$ cat src/rtl/sbs_pkg.sv
package sbs_pkg;
   typedef enum logic [1:0] {
      ST_RUN    = 2'd0,
      ST_STOP   = 2'd1,
      ST_SETTLE = 2'd2
   } sbs_state_e;

   typedef enum logic {
      SRC_IRQ   = 1'b0,
      SRC_RESET = 1'b1
   } sbs_src_e;
endpackage

$ cat src/rtl/sbs_wake_qual.sv
module sbs_wake_qual #(
   parameter int N_IRQ  = 6,
   parameter int CODE_W = 3
) (
   input  logic              nmi_req,
   input  logic [N_IRQ-1:0]  irq_req,
   input  logic [N_IRQ-1:0]  irq_en,
   input  logic [N_IRQ-1:0]  irq_mask,
   input  logic [N_IRQ-1:0]  irq_dma,
   output logic              wake_any,
   output logic [CODE_W-1:0] wake_code
);
   localparam logic [CODE_W-1:0] NMI_CODE = {CODE_W{1'b1}};

   if (N_IRQ < 1) begin : g_bad_nirq
      $error("sbs_wake_qual: N_IRQ must be at least 1");
   end
   if (N_IRQ >= (1 << CODE_W)) begin : g_bad_code
      $error("sbs_wake_qual: CODE_W too narrow for N_IRQ plus the NMI code");
   end

   logic [N_IRQ-1:0] qual;

   for (genvar i = 0; i < N_IRQ; i++) begin : g_line
      assign qual[i] = irq_req[i] & irq_en[i] & ~irq_mask[i] & ~irq_dma[i];
   end

   logic              irq_hit;
   logic [CODE_W-1:0] irq_code;

   always_comb begin
      irq_hit  = 1'b0;
      irq_code = '0;
      for (int i = N_IRQ - 1; i >= 0; i--) begin
         if (qual[i]) begin
            irq_hit  = 1'b1;
            irq_code = CODE_W'(i);
         end
      end
   end

   assign wake_any  = nmi_req | irq_hit;
   assign wake_code = nmi_req ? NMI_CODE : irq_code;
endmodule

$ cat src/rtl/sbs_settle_tmr.sv
module sbs_settle_tmr #(
   parameter int SEL_W     = 3,
   parameter int BASE_LOG2 = 3
) (
   input  logic             clk,
   input  logic             rst_n,
   input  logic             load,
   input  logic [SEL_W-1:0] sel,
   output logic             done
);
   localparam int CNT_W = BASE_LOG2 + (1 << SEL_W);

   if (SEL_W < 1 || SEL_W > 4) begin : g_bad_sel
      $error("sbs_settle_tmr: SEL_W out of range");
   end
   if (BASE_LOG2 < 1) begin : g_bad_base
      $error("sbs_settle_tmr: BASE_LOG2 must be positive");
   end

   logic [CNT_W-1:0] cnt_q;
   logic [CNT_W-1:0] load_val;

   assign load_val = CNT_W'(1) << (32'(BASE_LOG2) + 32'(sel));

   always_ff @(posedge clk or negedge rst_n) begin
      if (!rst_n) begin
         cnt_q <= '0;
      end else if (load) begin
         cnt_q <= load_val;
      end else if (cnt_q != '0) begin
         cnt_q <= cnt_q - CNT_W'(1);
      end
   end

   assign done = (cnt_q == CNT_W'(1));
endmodule

$ cat src/rtl/sbs_modstop_reg.sv
module sbs_modstop_reg #(
   parameter int                W       = 16,
   parameter logic [W-1:0]      RST_VAL = '0
) (
   input  logic         clk,
   input  logic         rst_n,
   input  logic         wr,
   input  logic         wr_dma,
   input  logic [W-1:0] wr_data,
   output logic [W-1:0] q
);
   if (W < 1) begin : g_bad_w
      $error("sbs_modstop_reg: W must be at least 1");
   end

   always_ff @(posedge clk or negedge rst_n) begin
      if (!rst_n) begin
         q <= RST_VAL;
      end else if (wr && !wr_dma) begin
         q <= wr_data;
      end
   end
endmodule

$ cat src/rtl/standby_seq.sv
module standby_seq
   import sbs_pkg::*;
#(
   parameter int                N_IRQ     = 6,
   parameter int                SEL_W     = 3,
   parameter int                BASE_LOG2 = 3,
   parameter int                CODE_W    = 3,
   parameter int                MSTP_W    = 16,
   parameter logic [MSTP_W-1:0] MSTP_RST  = '0
) (
   input  logic              clk,
   input  logic              rst_n,
   input  logic              sleep_req,
   input  logic              ctl_standby_sel,
   input  logic              ctl_bus_float,
   input  logic [SEL_W-1:0]  ctl_settle_sel,
   input  logic              nmi_req,
   input  logic [N_IRQ-1:0]  irq_req,
   input  logic [N_IRQ-1:0]  irq_en,
   input  logic [N_IRQ-1:0]  irq_mask,
   input  logic [N_IRQ-1:0]  irq_dma,
   input  logic              hw_reset_in,
   input  logic              standby_force,
   input  logic              modstop_wr,
   input  logic              modstop_wr_dma,
   input  logic [MSTP_W-1:0] modstop_wr_data,
   output logic              cpu_clk_en,
   output logic              per_clk_en,
   output logic              osc_en,
   output logic              bus_hiz,
   output logic              bus_hold,
   output logic              volatile_rst,
   output logic              wake_strobe,
   output logic [CODE_W-1:0] wake_code,
   output logic              rst_strobe,
   output logic [MSTP_W-1:0] modstop_q
);
   sbs_state_e        st_q, st_nx;
   sbs_src_e          src_q, src_nx;
   logic [CODE_W-1:0] code_q, code_nx;
   logic              hold_q, hold_nx;
   logic              wstb_nx, rstb_nx, vrst_nx;
   logic              tmr_load, tmr_done;
   logic              wq_any;
   logic [CODE_W-1:0] wq_code;

   sbs_wake_qual #(.N_IRQ(N_IRQ), .CODE_W(CODE_W)) u_qual (
      .nmi_req  (nmi_req),
      .irq_req  (irq_req),
      .irq_en   (irq_en),
      .irq_mask (irq_mask),
      .irq_dma  (irq_dma),
      .wake_any (wq_any),
      .wake_code(wq_code)
   );

   sbs_settle_tmr #(.SEL_W(SEL_W), .BASE_LOG2(BASE_LOG2)) u_tmr (
      .clk  (clk),
      .rst_n(rst_n),
      .load (tmr_load),
      .sel  (ctl_settle_sel),
      .done (tmr_done)
   );

   sbs_modstop_reg #(.W(MSTP_W), .RST_VAL(MSTP_RST)) u_mstop (
      .clk    (clk),
      .rst_n  (rst_n),
      .wr     (modstop_wr),
      .wr_dma (modstop_wr_dma),
      .wr_data(modstop_wr_data),
      .q      (modstop_q)
   );

   always_comb begin
      st_nx    = st_q;
      src_nx   = src_q;
      code_nx  = code_q;
      hold_nx  = hold_q;
      tmr_load = 1'b0;
      wstb_nx  = 1'b0;
      rstb_nx  = 1'b0;
      vrst_nx  = 1'b0;
      if (standby_force) begin
         st_nx   = ST_STOP;
         hold_nx = 1'b1;
         vrst_nx = (st_q != ST_STOP);
      end else begin
         unique case (st_q)
            ST_RUN: begin
               if (hw_reset_in) begin
                  st_nx    = ST_SETTLE;
                  src_nx   = SRC_RESET;
                  tmr_load = 1'b1;
               end else if (sleep_req && ctl_standby_sel) begin
                  st_nx   = ST_STOP;
                  vrst_nx = 1'b1;
               end
            end
            ST_STOP: begin
               if (hold_q || hw_reset_in) begin
                  st_nx    = ST_SETTLE;
                  src_nx   = SRC_RESET;
                  hold_nx  = 1'b0;
                  tmr_load = 1'b1;
               end else if (wq_any) begin
                  st_nx    = ST_SETTLE;
                  src_nx   = SRC_IRQ;
                  code_nx  = wq_code;
                  tmr_load = 1'b1;
               end
            end
            ST_SETTLE: begin
               if (hw_reset_in) begin
                  src_nx   = SRC_RESET;
                  tmr_load = 1'b1;
               end else if (tmr_done) begin
                  st_nx   = ST_RUN;
                  wstb_nx = (src_q == SRC_IRQ);
                  rstb_nx = (src_q == SRC_RESET);
               end
            end
            default: st_nx = ST_RUN;
         endcase
      end
   end

   always_ff @(posedge clk or negedge rst_n) begin
      if (!rst_n) begin
         st_q         <= ST_RUN;
         src_q        <= SRC_IRQ;
         code_q       <= '0;
         hold_q       <= 1'b0;
         wake_strobe  <= 1'b0;
         rst_strobe   <= 1'b0;
         volatile_rst <= 1'b0;
      end else begin
         st_q         <= st_nx;
         src_q        <= src_nx;
         code_q       <= code_nx;
         hold_q       <= hold_nx;
         wake_strobe  <= wstb_nx;
         rst_strobe   <= rstb_nx;
         volatile_rst <= vrst_nx;
      end
   end

   assign cpu_clk_en = (st_q == ST_RUN);
   assign per_clk_en = (st_q == ST_RUN);
   assign osc_en     = (st_q != ST_STOP);
   assign bus_hiz    = (st_q != ST_RUN) &&  ctl_bus_float;
   assign bus_hold   = (st_q != ST_RUN) && !ctl_bus_float;
   assign wake_code  = wake_strobe ? code_q : '0;
endmodule

$ cat config.mk
export PLATFORM = sky130hd
export DESIGN_NAME = standby_seq
export DESIGN_NICKNAME = d
export VERILOG_FILES = /design/src/rtl/sbs_pkg.sv /design/src/rtl/sbs_wake_qual.sv /design/src/rtl/sbs_settle_tmr.sv /design/src/rtl/sbs_modstop_reg.sv /design/src/rtl/standby_seq.sv
export SDC_FILE = /design/constraint.sdc
export NUM_CORES = 1
export LEC_CHECK = 0
export BUFFER_PORTS_ARGS = -buffer_cell sky130_fd_sc_hd__buf_2
export CAP_MARGIN = 20
export CORE_MARGIN = 3
export CORE_UTILIZATION = 50
export DETAILED_ROUTE_END_ITERATION = 7
export PLACE_DENSITY = 0.88
export SYNTH_ARGS = -nofsm -noshare
export SYNTH_HDL_FRONTEND = slang
export SYNTH_SLANG_ARGS = --single-unit
$ cat constraint.sdc
create_clock -name clk -period 3.05 [get_ports clk]
set_input_delay 0.1525 -clock clk [delete_from_list [all_inputs] [get_ports clk]]
set_output_delay 0.1525 -clock clk [all_outputs]
set_load 0.005 [all_outputs]
* Word-level counts from Yosys, hierarchy flattened *
Index checks and enable logic that the tools add are counted.

word-level totals
  bits in registers = 37
  input bits = 53
  output and inout port bits = 27

cells by class
  add/sub/neg operators = 2
  equality and inequality tests = 10
  shifts and indexed selects = 1
  muxes and demuxes = 48
  bitwise gates (word level) = 34
  reductions and logical operators = 19

operator list
  cell                                                    number
  << shifter 1 x 32 -> 11 bit (first input constant)      1
  2-to-1 mux 1 bit                                        28
  2-to-1 mux 3 bit                                        8
  2-to-1 mux 11 bit                                       2
  AND 1 bit                                               18
  NOT 1 bit                                               15
  2-to-1 mux 2 bit                                        7
  AND reduction 4 bit                                     3
  equality test 11 x 1 -> 1 bit (second input constant)   1
  nonzero test 11 bit                                     1
  subtractor 11 x 1 -> 11 bit (second input constant)     1
  nonzero test 2 bit                                      5
  inequality test 4 x 3 -> 1 bit (second input constant)  2
  inequality test 3 bit (second input constant)           2
  one-hot mux 2 bit (3 select lines)                      1
  adder 2 x 3 -> 4 bit (first input constant)             1
  logical AND 1 bit                                       4
  inequality test 2 x 1 -> 1 bit (second input constant)  2
  one-hot mux 1 bit (2 select lines)                      2
  inequality test 3 x 2 -> 1 bit (second input constant)  1
  equality test 2 x 1 -> 1 bit (second input constant)    1
  equality test 2 bit (second input constant)             1
  logical NOT 1 bit                                       2
  logical NOT 2 bit                                       1
  other kinds (4)                                         4

* Logic depth before layout (Yosys ltp) *
  word-level depth = 15
  depth in mapped cells = 6

* Modules after synthesis *
From an unflattened synthesis, not the netlist that was laid out.

second synthesis, totals
  cell total of the unflattened synthesis = 169
  area total of the unflattened synthesis = 1,988.2 sq um

by module, submodules not included
  module           times used  cells an instance  area an instance (sq um)  sequential area each (sq um)
  sbs_settle_tmr   1           75                 698.2                     275.3
  sbs_modstop_reg  1           35                 663.1                     400.4
  standby_seq      1           42                 476.7                     250.2
  sbs_wake_qual    1           17                 150.1                     0.0

* Worst setup path before layout *
No wires, ideal clock.

  kind = reg2reg
  start = register u_tmr.cnt_q[0]
  end = register u_tmr.cnt_q[6]
  setup time = 0.125 ns
  arrival time = 1.677 ns
  data required time = 2.925 ns
  setup slack = 1.248 ns
  cell stages (with the launch flop) = 7
  cell sequence = dfrtp_1 inv_1 ha_1 or3b_2 o31ai_1 o31ai_1 mux2_4

between the ends
  cells in the longest elaborated chain, start to end = 3

ends and longest elaborated chain
  element                      RTL line              source
  from (decl)                  sbs_settle_tmr.sv:20  logic [CNT_W-1:0] cnt_q;
  from (signal assigned)       sbs_settle_tmr.sv:29  cnt_q <= load_val;
  from (signal assigned)       sbs_settle_tmr.sv:31  cnt_q <= cnt_q - CNT_W'(1);
  subtractor 11 x 1 -> 11 bit  sbs_settle_tmr.sv:31
  2-to-1 mux 11 bit            sbs_settle_tmr.sv:30  end else if (cnt_q != '0) begin
  2-to-1 mux 11 bit            sbs_settle_tmr.sv:28  end else if (load) begin

Several ways; a longest one is shown, not always the timed one. The select of a mux whose other input is x is not followed.
A chain may end at the register's enable or synchronous reset.

* Final worst setup path *
  start = register u_tmr.cnt_q[0]
  end = register u_tmr.cnt_q[10]

The elaborated chain is that of the path after synthesis.

==> flow_summary_export.csv <==
group,metric,value,unit
timing,rsz0062_at_grt,"false",
synthesis,ys_seq_area_share,46.25,%
global_routing,grt_pass1_wl,7217,um
global_routing,grt_max_degree,38,
critical_path,timing.rr.end,"u_tmr.cnt_q[10]",
run_status,status,"complete, no violations",
power_and_ir_drop,power.total,1.711,mW
floorplan,die_area,0.004799,mm^2
place,port_buffers,79,
synthesis,yosysWarnings,0,
min_path,hold_path_end,"u_mstop.q[9]",
finish,drive_above_1_share,49.01,%
timing,finalCritPeriodShare,66.00,%
finish,num_antenna_cells,0,
floorplan,start_util,53.09,%
critical_path,cp_data_required_time,3.21,ns
cts,insertion_delay,0.28,ns
synthesis,ys_ff_latch,37,
timing,clock_skew,0.001793,ns
power_and_ir_drop,p_per_area,666.9,mW/mm^2
synthesis,synth.distinct_cells,52,
critical_path,cp-start-kind,"flip-flop",
place,gp_congestion,0.7192,
timing,max-slew-margin-rel,42.32,%
power_and_ir_drop,irDropWorstVdd,458.2,uV
floorplan,die_h,69.28,um
critical_path,rrSetupSlack,1.04,ns
detailed_routing,vias,1599,
floorplan,num_rows,22,
cts,numCtsBuffers,5,
synthesis,ys.flop_type,"dfrtp_1",
timing,slew_violations,0,
timing,finalHoldViolCount,0,
detailed_routing,drt_iter0_markers,62,
synthesis,yosys-top-cells-area,"dfrtp_1 (46%), mux2_2 (10%), mux2i_1 (4.5%)",
synthesis,synth-async-reset-ratio,100.0,%
floorplan,core,0.003771,mm^2
cts,cts_setup_buffers,0,
min_path,min_path_cells,2,
detailed_routing,dr.pass1.iters,4,
cts,cts_tree,"done",
detailed_routing,viasPerCell,5.312,
cts,htree_levels,2,
finish,area_growth,28.13,%
finish,num-nets-final,307,
timing,worst_pin_slew,0.8586,ns
synthesis,yosysTopAreaCell,"dfrtp_1",
place,dp_hpwl,3278,um
timing,tns,0,ns
synthesis,post-synth-top-count-cell,"dfrtp_1",
timing,period_minus_slack,2.013,ns
timing,whs,0.09633,ns
job,maxCapViolations,0,
critical_path,crit_fanout,5,
min_path,min_from,"modstop_wr_data[9]",
timing,final-setup-viol-count,0,
floorplan,die_width,69.28,um
global_routing,grt_pass1_vias,1599,
critical_path,arrival,2.17,ns
cts,clk_pin_slew_worst_paths,0.07,ns
global_routing,grt.overflow.total,0,
cts,root_buffer,"clkbuf_8",
place,dp.cells,292,
synthesis,synth-edff-count,0,
synthesis,avgSynthCellArea,11.92,um^2
critical_path,crit_path_end_kind,"flip-flop",
synthesis,synth_cells,168,
synthesis,synth_common_cells,"dfrtp_1 (37), mux2_2 (18), nor2_1 (15), mux2i_1 (9), nand2_1 (8)",
critical_path,crit_type,"reg -> reg",
detailed_routing,routedWlPerCell,13.77,um
floorplan,ios,80,
cts,cts-resized-gates,0,
cts,cts_max_path_buffers,2,
cts,clock_sinks,37,
detailed_routing,ant_nets,0,
critical_path,reg2reg_from,"u_tmr.cnt_q[0]",
finish,post-route-util,68.02,%
global_routing,track_usage,18.22,%
min_path,hp-class,"in -> reg",
cts,postCtsHoldBufs,1,
detailed_routing,drc,0,
detailed_routing,drt_wl_total,4145,um
synthesis,syn-num-nets,223,
finish,stdcell_count,301,
timing,fmax,496.7,MHz
global_routing,antenna_found_initial,0,
synthesis,syn_area,0.002002,mm^2
power_and_ir_drop,power.leakage,1.222,nW
synthesis,synth_top_area_share,46.25,%
critical_path,r2r_cells,6,
[worst max path at each step]
| stage | start | endpoint | depth (start not counted) |
|---|---|---|---|
| final | u_tmr.cnt_q[0] | u_tmr.cnt_q[10] | 6 |
| after global routing | u_tmr.cnt_q[0] | u_tmr.cnt_q[10] | 6 |
| after floorplan | u_tmr.cnt_q[0] | u_tmr.cnt_q[6] | 6 |
| after global placement | u_tmr.cnt_q[0] | u_tmr.cnt_q[5] | 6 |
| after CTS | u_tmr.cnt_q[0] | u_tmr.cnt_q[10] | 6 |
| after detailed placement | u_tmr.cnt_q[0] | u_tmr.cnt_q[10] | 6 |
[per-layer routing]
metal,wire [um],GRT usage (%)
met5,0,0
met4,40,3.905
met3,299,5.942
met2,2086,31.67
met1,1718,21.96
[worst max-delay path, stage by stage (launching register included)]
cell,delay [ns]
dfrtp_1,0.43
inv_1,0.09
ha_1,0.21
nor3b_1,0.61
nand2_1,0.20
o31ai_1,0.23
mux2i_1,0.11
[report_power, final]
part / leakage, nW / switching [mW] / total, mW / internal, mW
logic: 0.714 / 0.283 / 0.565 / 0.282
registers: 0.449 / 0.116 / 0.719 / 0.603
clock network: 0.0585 / 0.160 / 0.426 / 0.266
[per-stage QoR]
stage | setup WS, ns | area [um^2]
finish | 1.037 | 2565
global route | 0.8755 | 2565
CTS | 1.034 | 2565
detailed placement | 1.030 | 2439
global placement | 1.170 | 2439
floorplan | 1.248 | 2002
[layout make-up]
class                   instances  area [um^2]
clock inverters                 1        30.03
well taps                      48        60.06
inverters                       5        18.77
multi-input cells             122         1031
repair buffers                 81        412.9
flip-flops and latches         37        925.9
fillers                       276         1206
clock buffers                   7        86.33
[placed cells by master, fill, tap and decap left out, drive strengths merged, types with 2 or more instances in the layout]
cell type and count:
nor3 4, mux2i 9, or3 3, o31ai 4
nor2b 2, nor4 4, and4bb 4, buf 80
dfrtp 37, o21ai 2, nand3b 3, nand2 8
nand3 2, inv 5, or4 2, a21oi 8
mux2 19, and2 3, o21a 3, or3b 2
ha 2, a211oi 2, nor2 15, clkbuf 7
nor3b 3
[state kept, by name, indices dropped and copies added (netlist names)]
| signal | cells |
|---|---|
| volatile_rst | 1 |
| src_q | 1 |
| u_tmr.cnt_q | 11 |
| code_q | 3 |
| st_q | 2 |
| u_mstop.q | 16 |
| wake_strobe | 1 |
| rst_strobe | 1 |
| hold_q | 1 |
[logic make-up (layout without fill, tap and decap cells)]
group / after synthesis / count (layout) / synth area share [%]
buffers and inverters: 9 / 94 / 2.250
and+or+nand+nor: 61 / 61 / 20.63
muxes: 28 / 28 / 15.37
AOI/OAI and AO/OA: 30 / 30 / 13.81
xor gates and xnor gates: 1 / 1 / 0.4376
DFF: 37 / 37 / 46.25
adders and majority gates: 2 / 2 / 1.250
Note: power is estimated with default switching activity, not from simulation.
